**config.mk**
```make
export PLATFORM = sky130hd
export DESIGN_NAME = eeprom_autoload
export DESIGN_NICKNAME = d
export VERILOG_FILES = /design/src/rtl/eal_pkg.sv /design/src/rtl/eal_sclk_gen.sv /design/src/rtl/eal_word_reader.sv /design/src/rtl/eal_prom_store.sv /design/src/rtl/eeprom_autoload.sv
export SDC_FILE = /design/constraint.sdc
export NUM_CORES = 1
export LEC_CHECK = 0
export BUFFER_PORTS_ARGS = -buffer_cell sky130_fd_sc_hd__buf_2
export CAP_MARGIN = 10
export CORE_MARGIN = 8
export CORE_UTILIZATION = 30
export DETAILED_ROUTE_END_ITERATION = 12
export PLACE_DENSITY = 0.48
export RECOVER_POWER = 25
export SYNTH_ARGS = -nofsm -noshare
export SYNTH_HDL_FRONTEND = slang
export SYNTH_SLANG_ARGS = --single-unit
```
**constraint.sdc**
```tcl
create_clock -name clk -period 7.5 [get_ports clk]
set_input_delay 1.125 -clock clk [delete_from_list [all_inputs] [get_ports clk]]
set_output_delay 1.125 -clock clk [all_outputs]
set_load 0.005 [all_outputs]
```
**src/rtl/eal_pkg.sv**
```systemverilog
package eal_pkg;
  localparam int BYTE_W     = 8;
  localparam int WORD_W     = 16;
  localparam int NUM_WORDS  = 8;
  localparam int PROM_BYTES = 2 * NUM_WORDS;
  localparam int STA_REGS   = 3;
  localparam int EADDR_W    = 6;
  localparam int OPC_W      = 3;
  localparam int CMD_W      = OPC_W + EADDR_W;
  localparam int FRAME_BITS = CMD_W + WORD_W;
  localparam int IDX_W      = $clog2(NUM_WORDS);
  localparam int HADDR_W    = $clog2(PROM_BYTES);
  localparam logic [OPC_W-1:0] RD_OPC = 3'b110;

  typedef enum logic [1:0] {RD_IDLE, RD_SHIFT, RD_GAP} rd_state_e;
  typedef enum logic {SEQ_LOAD, SEQ_DONE} seq_state_e;
endpackage

```
**src/rtl/eal_sclk_gen.sv**
```systemverilog
module eal_sclk_gen #(
  parameter int CLK_DIV = 8
) (
  input  logic clk,
  input  logic rst_n,
  input  logic en_i,
  output logic sk_o,
  output logic rise_o,
  output logic fall_o
);
  localparam int HALF  = CLK_DIV / 2;
  localparam int CNT_W = $clog2(CLK_DIV);

  logic [CNT_W-1:0] cnt_q, cnt_n;

  always_comb begin
    if (!en_i || cnt_q == CNT_W'(CLK_DIV - 1)) cnt_n = '0;
    else                                       cnt_n = cnt_q + 1'b1;
  end

  always_ff @(posedge clk or negedge rst_n) begin
    if (!rst_n) cnt_q <= '0;
    else        cnt_q <= cnt_n;
  end

  assign sk_o   = en_i && (cnt_q >= CNT_W'(HALF));
  assign rise_o = en_i && (cnt_q == CNT_W'(HALF - 1));
  assign fall_o = en_i && (cnt_q == CNT_W'(CLK_DIV - 1));
endmodule

```
**src/rtl/eal_word_reader.sv**
```systemverilog
module eal_word_reader
  import eal_pkg::*;
#(
  parameter int CLK_DIV = 8
) (
  input  logic               clk,
  input  logic               rst_n,
  input  logic               start_i,
  input  logic [EADDR_W-1:0] addr_i,
  output logic               idle_o,
  output logic               valid_o,
  output logic [WORD_W-1:0]  word_o,
  output logic               cs_o,
  output logic               sk_o,
  output logic               mosi_o,
  input  logic               miso_i
);
  localparam int BIT_W = $clog2(FRAME_BITS + 1);
  localparam int GAP_W = $clog2(CLK_DIV);

  rd_state_e          st_q, st_n;
  logic [CMD_W-1:0]   cmd_q, cmd_n;
  logic [WORD_W-1:0]  din_q, din_n;
  logic [BIT_W-1:0]   bit_q, bit_n;
  logic [GAP_W-1:0]   gap_q, gap_n;
  logic               vld_q, vld_n;
  logic               rise, fall;

  eal_sclk_gen #(.CLK_DIV(CLK_DIV)) sclk_i (
    .clk   (clk),
    .rst_n (rst_n),
    .en_i  (st_q == RD_SHIFT),
    .sk_o  (sk_o),
    .rise_o(rise),
    .fall_o(fall)
  );

  always_comb begin
    st_n  = st_q;
    cmd_n = cmd_q;
    din_n = din_q;
    bit_n = bit_q;
    gap_n = gap_q;
    vld_n = 1'b0;
    unique case (st_q)
      RD_IDLE: if (start_i) begin
        st_n  = RD_SHIFT;
        cmd_n = {RD_OPC, addr_i};
        bit_n = '0;
      end
      RD_SHIFT: begin
        if (rise) begin
          bit_n = bit_q + 1'b1;
          if (bit_q >= BIT_W'(CMD_W)) din_n = {din_q[WORD_W-2:0], miso_i};
        end
        if (fall) begin
          cmd_n = {cmd_q[CMD_W-2:0], 1'b0};
          if (bit_q == BIT_W'(FRAME_BITS)) begin
            st_n  = RD_GAP;
            gap_n = '0;
            vld_n = 1'b1;
          end
        end
      end
      RD_GAP: begin
        gap_n = gap_q + 1'b1;
        if (gap_q == GAP_W'(CLK_DIV - 1)) st_n = RD_IDLE;
      end
      default: st_n = RD_IDLE;
    endcase
  end

  always_ff @(posedge clk or negedge rst_n) begin
    if (!rst_n) begin
      st_q  <= RD_IDLE;
      cmd_q <= '0;
      din_q <= '0;
      bit_q <= '0;
      gap_q <= '0;
      vld_q <= 1'b0;
    end else begin
      st_q  <= st_n;
      cmd_q <= cmd_n;
      din_q <= din_n;
      bit_q <= bit_n;
      gap_q <= gap_n;
      vld_q <= vld_n;
    end
  end

  assign idle_o  = (st_q == RD_IDLE);
  assign valid_o = vld_q;
  assign word_o  = din_q;
  assign cs_o    = (st_q == RD_SHIFT);
  assign mosi_o  = (st_q == RD_SHIFT) && cmd_q[CMD_W-1];
endmodule

```
**src/rtl/eal_prom_store.sv**
```systemverilog
module eal_prom_store
  import eal_pkg::*;
(
  input  logic                             clk,
  input  logic                             rst_n,
  input  logic                             ld_we_i,
  input  logic [IDX_W-1:0]                 ld_idx_i,
  input  logic [WORD_W-1:0]                ld_word_i,
  input  logic                             host_we_i,
  input  logic [HADDR_W-1:0]               host_addr_i,
  input  logic [BYTE_W-1:0]                host_wdata_i,
  output logic [BYTE_W-1:0]                host_rdata_o,
  output logic [STA_REGS-1:0][WORD_W-1:0]  sta_o
);
  logic [PROM_BYTES*BYTE_W-1:0] flat;

  for (genvar b = 0; b < PROM_BYTES; b++) begin : g_byte
    logic [BYTE_W-1:0] byte_q, byte_n;
    always_comb begin
      byte_n = byte_q;
      if (ld_we_i && ld_idx_i == IDX_W'(b / 2))
        byte_n = ld_word_i[BYTE_W*(b % 2) +: BYTE_W];
      else if (host_we_i && host_addr_i == HADDR_W'(b))
        byte_n = host_wdata_i;
    end
    always_ff @(posedge clk or negedge rst_n) begin
      if (!rst_n) byte_q <= '0;
      else        byte_q <= byte_n;
    end
    assign flat[b*BYTE_W +: BYTE_W] = byte_q;
  end

  for (genvar k = 0; k < STA_REGS; k++) begin : g_sta
    logic [WORD_W-1:0] sta_q;
    logic              sta_en;
    assign sta_en = ld_we_i && ld_idx_i == IDX_W'(k);
    always_ff @(posedge clk or negedge rst_n) begin
      if (!rst_n)      sta_q <= '0;
      else if (sta_en) sta_q <= ld_word_i;
    end
    assign sta_o[k] = sta_q;
  end

  assign host_rdata_o = flat[host_addr_i*BYTE_W +: BYTE_W];
endmodule

```
**src/rtl/eeprom_autoload.sv**
```systemverilog
module eeprom_autoload
  import eal_pkg::*;
#(
  parameter int CLK_DIV = 8
) (
  input  logic        clk,
  input  logic        rst_n,
  output logic        ee_cs_o,
  output logic        ee_sk_o,
  output logic        ee_mosi_o,
  input  logic        ee_miso_i,
  output logic        busy_o,
  output logic        done_o,
  input  logic        host_we_i,
  input  logic [3:0]  host_addr_i,
  input  logic [7:0]  host_wdata_i,
  output logic [7:0]  host_rdata_o,
  output logic [15:0] sta_word0_o,
  output logic [15:0] sta_word1_o,
  output logic [15:0] sta_word2_o
);
  logic [1:0] rst_sync_q;
  logic       rst_q_n;

  always_ff @(posedge clk or negedge rst_n) begin
    if (!rst_n) rst_sync_q <= 2'b00;
    else        rst_sync_q <= {rst_sync_q[0], 1'b1};
  end
  assign rst_q_n = rst_sync_q[1];

  seq_state_e         seq_q, seq_n;
  logic [IDX_W-1:0]   idx_q, idx_n;
  logic               rd_idle, rd_valid, rd_start;
  logic [WORD_W-1:0]  rd_word;
  logic [STA_REGS-1:0][WORD_W-1:0] sta;

  assign rd_start = (seq_q == SEQ_LOAD) && rd_idle;

  always_comb begin
    seq_n = seq_q;
    idx_n = idx_q;
    if (seq_q == SEQ_LOAD && rd_valid) begin
      idx_n = idx_q + 1'b1;
      if (idx_q == IDX_W'(NUM_WORDS - 1)) seq_n = SEQ_DONE;
    end
  end

  always_ff @(posedge clk or negedge rst_q_n) begin
    if (!rst_q_n) begin
      seq_q <= SEQ_LOAD;
      idx_q <= '0;
    end else begin
      seq_q <= seq_n;
      idx_q <= idx_n;
    end
  end

  eal_word_reader #(.CLK_DIV(CLK_DIV)) rdr_i (
    .clk    (clk),
    .rst_n  (rst_q_n),
    .start_i(rd_start),
    .addr_i ({{(EADDR_W-IDX_W){1'b0}}, idx_q}),
    .idle_o (rd_idle),
    .valid_o(rd_valid),
    .word_o (rd_word),
    .cs_o   (ee_cs_o),
    .sk_o   (ee_sk_o),
    .mosi_o (ee_mosi_o),
    .miso_i (ee_miso_i)
  );

  eal_prom_store store_i (
    .clk         (clk),
    .rst_n       (rst_q_n),
    .ld_we_i     (rd_valid && seq_q == SEQ_LOAD),
    .ld_idx_i    (idx_q),
    .ld_word_i   (rd_word),
    .host_we_i   (host_we_i && seq_q == SEQ_DONE),
    .host_addr_i (host_addr_i),
    .host_wdata_i(host_wdata_i),
    .host_rdata_o(host_rdata_o),
    .sta_o       (sta)
  );

  assign busy_o      = (seq_q == SEQ_LOAD);
  assign done_o      = (seq_q == SEQ_DONE);
  assign sta_word0_o = sta[0];
  assign sta_word1_o = sta[1];
  assign sta_word2_o = sta[2];
endmodule

```
; Yosys cells after proc, flatten, opt, wreduce, memory -nomap -nowiden
; Cells that the tools add are included.
[totals]
output_inout_bits = 61
reg_bits = 221
word_cells = 180
[op_classes]
shifts = 1
eq_ne = 33
order_cmp = 2
n_mux = 50
reduce_logical = 60
bitwise = 1
add_sub_neg = 4
[ops]
columns = cell, n
row1 = $mux 8, 32
row2 = $shiftx 128x8->8, 1
row3 = $reduce_bool 2->1, 18
row4 = $eq 4x4->1 const B, 8
row5 = $logic_and 1x1->1, 31
row6 = $eq 3x3->1 const B, 6
row7 = $mux 9, 2
row8 = $pmux 9 s2, 1
row9 = $eq 4x3->1 const B, 4
row10 = $reduce_and 3->1, 4
row11 = $mux 5, 2
row12 = $ne 2x1->1 const B, 5
row13 = $pmux 5 s2, 1
row14 = $add 3x1->3 const B, 3
row15 = $eq 3x2->1 const B, 3
row16 = $mux 3, 3
row17 = $eq 4x2->1 const B, 2
row18 = $mux 2, 4
row19 = $pmux 2 s3, 1
row20 = $pmux 3 s2, 1
row21 = $add 5x1->5 const B, 1
row22 = $eq 5x5->1 const B, 1
row23 = $ge 5x4->1 const B, 1
row24 = $eq 4x1->1 const B, 1
row25 = 13 further kinds, 15

; Depth between registers and ports, before layout
; Gate-level depths: netlist (run 1).
[logic_depth]
depth_word = 4
mapped_depth = 8
ltp_nobuf = 6

; By module
; A second synthesis (run 1) with hierarchy kept.
[hier_totals]
cells_unflattened = 1111
hier_area_um2 = 11193.2
[by_module_without_submodules]
columns = mod, instances, cells_per_inst, area_each_um2, seq_area_each_um2
row1 = eal_prom_store, 1, 950, 9106.2, 4404.2
row2 = eal_word_reader, 1, 129, 1654.1, 900.9
row3 = eeprom_autoload, 1, 19, 262.8, 150.1
row4 = eal_sclk_gen, 1, 13, 170.2, 75.1

; Least setup slack after synthesis (run 1)
; No wires, ideal clock.
[synth_path]
path_type = input port to output port
startpoint = input port host_addr_i[0]
endpoint = output port host_rdata_o[0]
n_path_buf = 2
t_required_ps = 6375
path_stages = 5
arrival_ps = 2419
setup_slack_ps = 3956
cell_sequence = buf_2 buf_2 mux4_2 a22oi_1 nand2_1
[synth_via]
elab_chain_cells = 1
[synth_rtl]
columns = item, line_no
row1 = "start, declared", eeprom_autoload.sv:15  ; input logic [3:0] host_addr_i,
row2 = $shiftx 128x8->8, eal_prom_store.sv:44  ; assign host_rdata_o = flat[host_addr_i*BYTE_W +: BYTE_W];
row3 = "end, declared", eeprom_autoload.sv:17  ; output logic [7:0] host_rdata_o,
; Every way passes these cells.

==> summary.txt, run 1 <==
Power
  – Leakage power: 5.951 nW
  – VDD IR max: ~0.15 mV
  – Pwr Density: 213.1 nW/um^2

Timing
  – FMAX: 219.0 MHz
  – Clock Skews: 0.01122 ns
  – Final Max Tran Viols: 136
  – Final period utilization: 60.88%
  – Post-Route Setup TNS: 0 ns
  – Min cycle time layout: roughly 4.6 ns
  – Final hold violations: 0
  – Unrepaired setup endpoints after global routing: no
  – Least-Margin Pin Slew: 3.512 ns
  – Slew HR: -134.1%
  – Final setup viols: 0

Finish
  – # nets final: approximately 1200
  – Layout area overhead: 14.92%
  – Share of layout cells above drive strength 1: 20.36%
  – Finished Layout Cells: 1616

Clock network
  – CTS tree: done
  – Setup Buffers After CTS: 0
  – CTS Hold Bufs: 0
  – CTS Sinks: about 220
  – Max clock buf depth: 3
  – Reg clk slew, reported paths: 0.06 ns
  – Clk Latency, worst-skew pair: ~0.56 ns
  – H-tree levels: 1
  – CTS Buf Count: 28
  – Post-CTS sizing: 0
  – Clock Root Buffer: clkbuf_16

Critical path
  – Worst Path Required: 8.08 ns
  – Startpoint Class: flip-flop
  – Crit. End Element: async pin
  – Crit path launch: rst_sync_q[1]
  – Reg2reg setup slack: 2.93 ns
  – CP Class: flip-flop to async pin
  – Arrival time worst endpoint: 5.14 ns
  – CP Max Fanout: about 140
  – RR Startpoint: rst_sync_q[1]

Detailed routing
  – 1st-pass router iterations: 7
  – DRT iter0 DRCs: 840
  – DR vias: 8571
  – Residual DRC: 0
  – Antenna Nets Post-Route: 0
  – Routed length per instance: roughly 22 um
  – WL final: ~36 mm
  – Avg Vias per Cell: 5.304

Hold path
  – Type of the worst min-delay path: input pin to async pin

GRT
  – Global route overflow: 0
  – GRT busiest layer: met2
  – GRT Util Overall: 17.07%
  – Vias in the first global route: 8451
  – M3 GR Usage: 4.046%
  – M1 GR Usage: 24.11%
  – First-pass GRT wire length: 55.10 mm
  – Antenna violations before repair: 5
  – Grt met2 use: 25.85%
  – Largest net degree at the start of global routing: 136

Synth
  – Seq/Total Area, Yosys: roughly half
  – Main synth FF type: dfrtp_1
  – EDFF count, synth: 0
  – Number of synthesized register bits: roughly 220
  – Mapped Cells: approximately 1100
  – Yosys cell types: 41
  – Mapped Nets: 1137
  – Syn Area/Cell: about 10 um^2
  – Synth Warn #: 0
  – Post-synth ARST share: 100.0%
  – Cell Area, Synth: 10800 um^2

Die
  – Row count: 69
  – Die area: 42340 um^2
  – Initial core utilization: 30.45%
  – Die height: between 200 and 250 um
  – Core Footprint: about 35000 um^2
  – DIE WIDTH: slightly above 200 um
  – I/O pin count: between 70 and 80

Outcome
  – Failing checks: max-capacitance violations, max-slew violations
  – Status: finished, violations left

Placed design
  – I/O Buffers: 76
  – Inst Count DP: 1566
  – Gp weighted congestion: 0.8662
  – HPWL Detailed: 22.98 mm

Job
  – Number of max-cap violations: 1
==> placed cells by master, fill, tap and decap left out, types with 5 or more instances in the layout <==
master and instances:
a22o_1 5, a22oi_1 16, a31oi_1 131, and2_1 5, buf_2 75, buf_4 8
clkbuf_1 9, clkbuf_16 28, clkbuf_8 7, dfrtp_1 221, ha_1 16, inv_1 13
mux2_2 55, mux2_4 10, mux4_2 32, nand2_1 286, nand3_1 11, nand4_1 6
nor2_1 151, nor2b_1 9, o21ai_0 9
==> worst max-delay path, stage by stage, from the launching register on <==
cell	delay (ns)
dfrtp_1	0.96
clkbuf_2	2.52
buf_4	0.98
==> where the power goes <==
group	total, W	leakage, nW	internal (W)	switching (W)
combinational	0.0000856	3.07	0.0000201	0.0000655
sequential	0.00120	2.43	0.00119	0.00000247
clock	0.00136	0.452	0.000822	0.000541
total	0.00264	5.95	0.00204	0.000609
==> per-layer routing <==
layer  up-vias  wire length [um]
met5         -                47
met4         8               839
met3        60              2698
met2       323             16020
met1      4297             16480
li1       3883                 -
==> final timing paths <==
check                                     end  cells past startpoint
hold / removal                  rst_sync_q[0]                      1
min in group clk                rst_sync_q[1]                      0
hold reg to reg                 rst_sync_q[1]                      0
max in group clk              host_rdata_o[2]                      6
setup / recovery  store_i.g_byte[8].byte_q[7]                      2
setup reg to reg  store_i.g_byte[8].byte_q[7]                      2
==> area by class of cell <==
class / count / area, um^2
Sequential cell: 221 / 5530
Timing Repair Buffer: 85 / 444.2
Antenna cell: 1 / 2.502
Clock buffer: 43 / 827.0
Clock inverter: 6 / 95.09
Inverter: 13 / 48.80
Multi-Input combinational cell: 786 / 4890
Fill cell: 3524 / 23070
Tap cell: 461 / 576.8
==> cell families after synthesis <==
kind of cell,after synthesis,share of synthesized area (%)
AOI/OAI and AO/OA,173,10.33
xor gates and xnor gates,1,0.08109
adders and majority gates,16,1.853
buffers and inverters,98,3.637
DFF,221,51.19
muxes,101,14.16
other,1,0.03471
and+or+nand+nor,494,18.71
==> registers in the layout, indices dropped and copies added (netlist names) <==
| name | count |
|---|---|
| idx_q | 3 |
| store_i.g_sta.sta_q | 48 |
| rdr_i.st_q | 2 |
| rdr_i.gap_q | 3 |
| store_i.g_byte.byte_q | 128 |
| done_o | 1 |
| rdr_i.valid_o | 1 |
| rdr_i.cmd_q | 9 |
| rdr_i.sclk_i.cnt_q | 3 |
| rst_sync_q | 2 |
| rdr_i.bit_q | 5 |
| rdr_i.word_o | 16 |
==> Yosys cell counts, drive strengths merged (2+ instances only) <==
library cell  number  area share (%)
nand2            288              10
a21oi              5            0.27
a31oi            131             7.6
mux2i              4            0.37
mux4              32             6.7
ha                16             1.9
and2               5            0.29
a22o               5            0.41
nor2b              9            0.52
a21bo              2            0.19
nand3             12            0.56
and4b              2            0.19
dfrtp            221              51
clkbuf            63             2.2
a21o               3            0.21
nand4              6            0.35
nand2b             3            0.17
inv               13            0.45
nor3b              2            0.14
nor2             152             5.3
a22oi             16             1.1
nor3               8            0.56
buf               22             1.0
o21ai              9            0.42
nand4b             2            0.16
mux2              65             7.1
==> per-stage QoR <==
step                instance area, um^2  worst slack [ns]  util (%)  hold WS [ns]  power (W)
floorplan                         10800            0.8854         -        0.3312   0.001272
global placement                  11510             3.312     32.44        0.2422   0.001305
detailed placement                11510             3.309     32.44        0.2398   0.001306
CTS                               12430             3.304     35.04        0.2204   0.002678
global route                      12410             2.055     34.99        0.3433   0.002731
finish                            12410             2.934     34.99        0.3437   0.002645
Power figures use the tool's default switching activity.
==> run 2: changes to the inputs <==
==> constraint.sdc (replaced) <==
create_clock -name clk -period 4.5 [get_ports clk]
set_input_delay 0.675 -clock clk [delete_from_list [all_inputs] [get_ports clk]]
set_output_delay 0.675 -clock clk [all_outputs]
set_load 0.005 [all_outputs]
==> run 2 against run 1 <==
  * The flow still finishes with violations (max-capacitance violations, max-slew violations)
  * Final cell count rose by 0.31%
  * Combinational power rose by 67%
  * Power rose by 70%
  * Global-route usage barely moved
  * Clock skew rose by 0.0081 ns
  * Critical endpoint is now host_rdata_o[3]
  * Highest routed layer unchanged
==> summary.txt, run 2 (synthesis results as in run 1) <==
Finish
  – # nets final: between 1000 and 1500
  – Most common cell after layout, fill and taps aside: nand2_1
  – Register area: 5530 um^2
  – Share of layout cells above drive strength 1: roughly a fifth
  – Layout area overhead: 16.01%
  – Finished Layout Cells: around 1600
  – Final Cell Area: between 10000 and 15000 um^2
  – Multi-input logic area: 4890 um^2
  – Largest register FFs: 128
  – Commonest cells after routing, fill and taps aside: nand2_1, dfrtp_1, nor2_1
  – FILL cells: 3565
  – Most flops, register: store_i.g_byte.byte_q

Clock network
  – H-tree levels: 1
  – Clock Root Buffer: clkbuf_16
  – Max clock buf depth: 3
  – Reg clk slew, reported paths: about 0.050 ns
  – CTS tree: done
  – CTS Buf Count: 28
  – Clk Latency, worst-skew pair: ~0.55 ns
  – CTS Sinks: 221

Timing
  – Post-Route Setup TNS: 0 ns
  – Least-Margin Pin Slew: 2.386 ns
  – Slew HR: -59.08%
  – Final Max Tran Viols: 52
  – FMAX: a little over 300 MHz
  – Min cycle time layout: 3.240 ns
  – Clock Skews: ~0.019 ns
  – Final hold violations: 0
  – Worst setup margin: 1.260 ns
  – Final period utilization: 72.00%
  – Final setup viols: 0
  – Unrepaired setup endpoints after global routing: no

Power
  – Pwr Density: 359.0 nW/um^2
  – VDD IR max: 0.2469 mV
  – Overall power: 0.004500 W
  – Leakage power: 6.012 nW

Die
  – Die height: 205.8 um
  – Core Footprint: 35480 um^2
  – Row count: 69
  – I/O pin count: 77
  – Initial core utilization: 30.45%
  – Die area: between 40000 and 50000 um^2
  – DIE WIDTH: 205.8 um

GRT
  – First-pass GRT wire length: 55.26 mm
  – Vias in the first global route: 8501
  – Antenna violations before repair: 3
  – GRT Util Overall: 17.07%
  – Largest net degree at the start of global routing: 87
  – Global route overflow: 0

Detailed routing
  – 1st-pass router iterations: 8
  – Residual DRC: 0
  – DRT iter0 DRCs: 890
  – Antenna Nets Post-Route: 0
  – Avg Vias per Cell: 5.349
  – Routed length per instance: 22.34 um
  – WL final: 36.22 mm
  – DR vias: 8670

Critical path
  – Startpoint Class: input pin
  – CP Class: input pin to output pin
  – Arrival time worst endpoint: 2.56 ns
  – Crit. End Element: output pin
  – CP Max Fanout: 46
  – Worst Path Required: 3.83 ns

Placed design
  – Placed Area: about 12000 um^2
  – I/O Buffers: 76
  – Inst Count DP: 1568
  – Post-Place Setup Slack: about 1.3 ns
  – Gp weighted congestion: roughly 0.8
  – HPWL Detailed: about 23 mm

Outcome
  – Failing checks: max-capacitance violations, max-slew violations
  – Status: finished, violations left

Job
  – Number of max-cap violations: 1

Hold path
  – Type of the worst min-delay path: flip-flop to flip-flop
## run 2: cell count changes in the layout (fill, tap and decap cells not counted)
cell and delta:
clkinv_8 -1, dlygate4sd3_1 +1, clkbuf_1 -2, clkbuf_2 -1, buf_12 +3, clkbuf_16 +1, clkbuf_8 +1, clkinv_2 +3
buf_4 -1, clkinv_4 +1, inv_6 -1, bufinv_16 +1
## run 2: final timing paths
kind                       slack [ns]      startpoint                          end  cells past startpoint
max reg2reg                      1.82          done_o  store_i.g_byte[7].byte_q[4]                      4
max in group asynchronous        2.11   rst_sync_q[1]  store_i.g_byte[8].byte_q[4]                      1
min                              0.35   rst_sync_q[0]                rst_sync_q[1]                      0
max                              1.26  host_addr_i[1]              host_rdata_o[3]                      5
min in group asynchronous        0.50           rst_n                rst_sync_q[0]                      2
min reg2reg                      0.35   rst_sync_q[0]                rst_sync_q[1]                      0
## run 2: what timing repair did
| action | in CTS | in global routing |
|---|---|---|
| hold endpoints to repair | 2 | 0 |
| hold buffers | 1 | 0 |
| setup buffers | 0 | 0 |
| resized for setup | 0 | 0 |
## run 2: through the flow
stage	util (%)	hold slack, ns
2_1_floorplan	-	0.3311
5_1_grt	35.32	0.3787
4_1_cts	35.34	0.3485
3_3_place_gp	32.55	0.3332
3_5_place_dp	32.55	0.3373
6_report	35.32	0.3463
## run 2: layout make-up
cell class | count | share of cell area [%]
antenna | 1 | 0.01997
inverter | 13 | 0.3894
multi-input combinational | 786 | 39.02
clock buffer | 42 | 6.819
timing repair buffer | 88 | 4.034
clock inverter | 9 | 0.9884
sequential | 221 | 44.13
tap | 461 | 4.603
## run 2: per-layer routing
layer | vias to the layer above | share of wire (%) | global-route usage (%)
li1 | 3892 | - | -
met1 | 4344 | 43 | 23.13
met2 | 366 | 46 | 26.89
met3 | 64 | 8.6 | 4.219
met4 | 4 | 2.3 | 4.544
met5 | - | 0.052 | 0
## run 2: critical path, cell delays in order
cell and delay [ns]:
buf_2 0.84, mux4_2 0.43, a22oi_1 0.29, nand2_1 0.15
buf_2 0.15
## run 2: power by group
part	total, W	internal [W]	leakage, nW	switching, W
clock network	0.00236	0.00147	0.487	0.000885
registers	0.00200	0.00199	2.43	0.0000102
logic	0.000143	0.0000390	3.10	0.000104
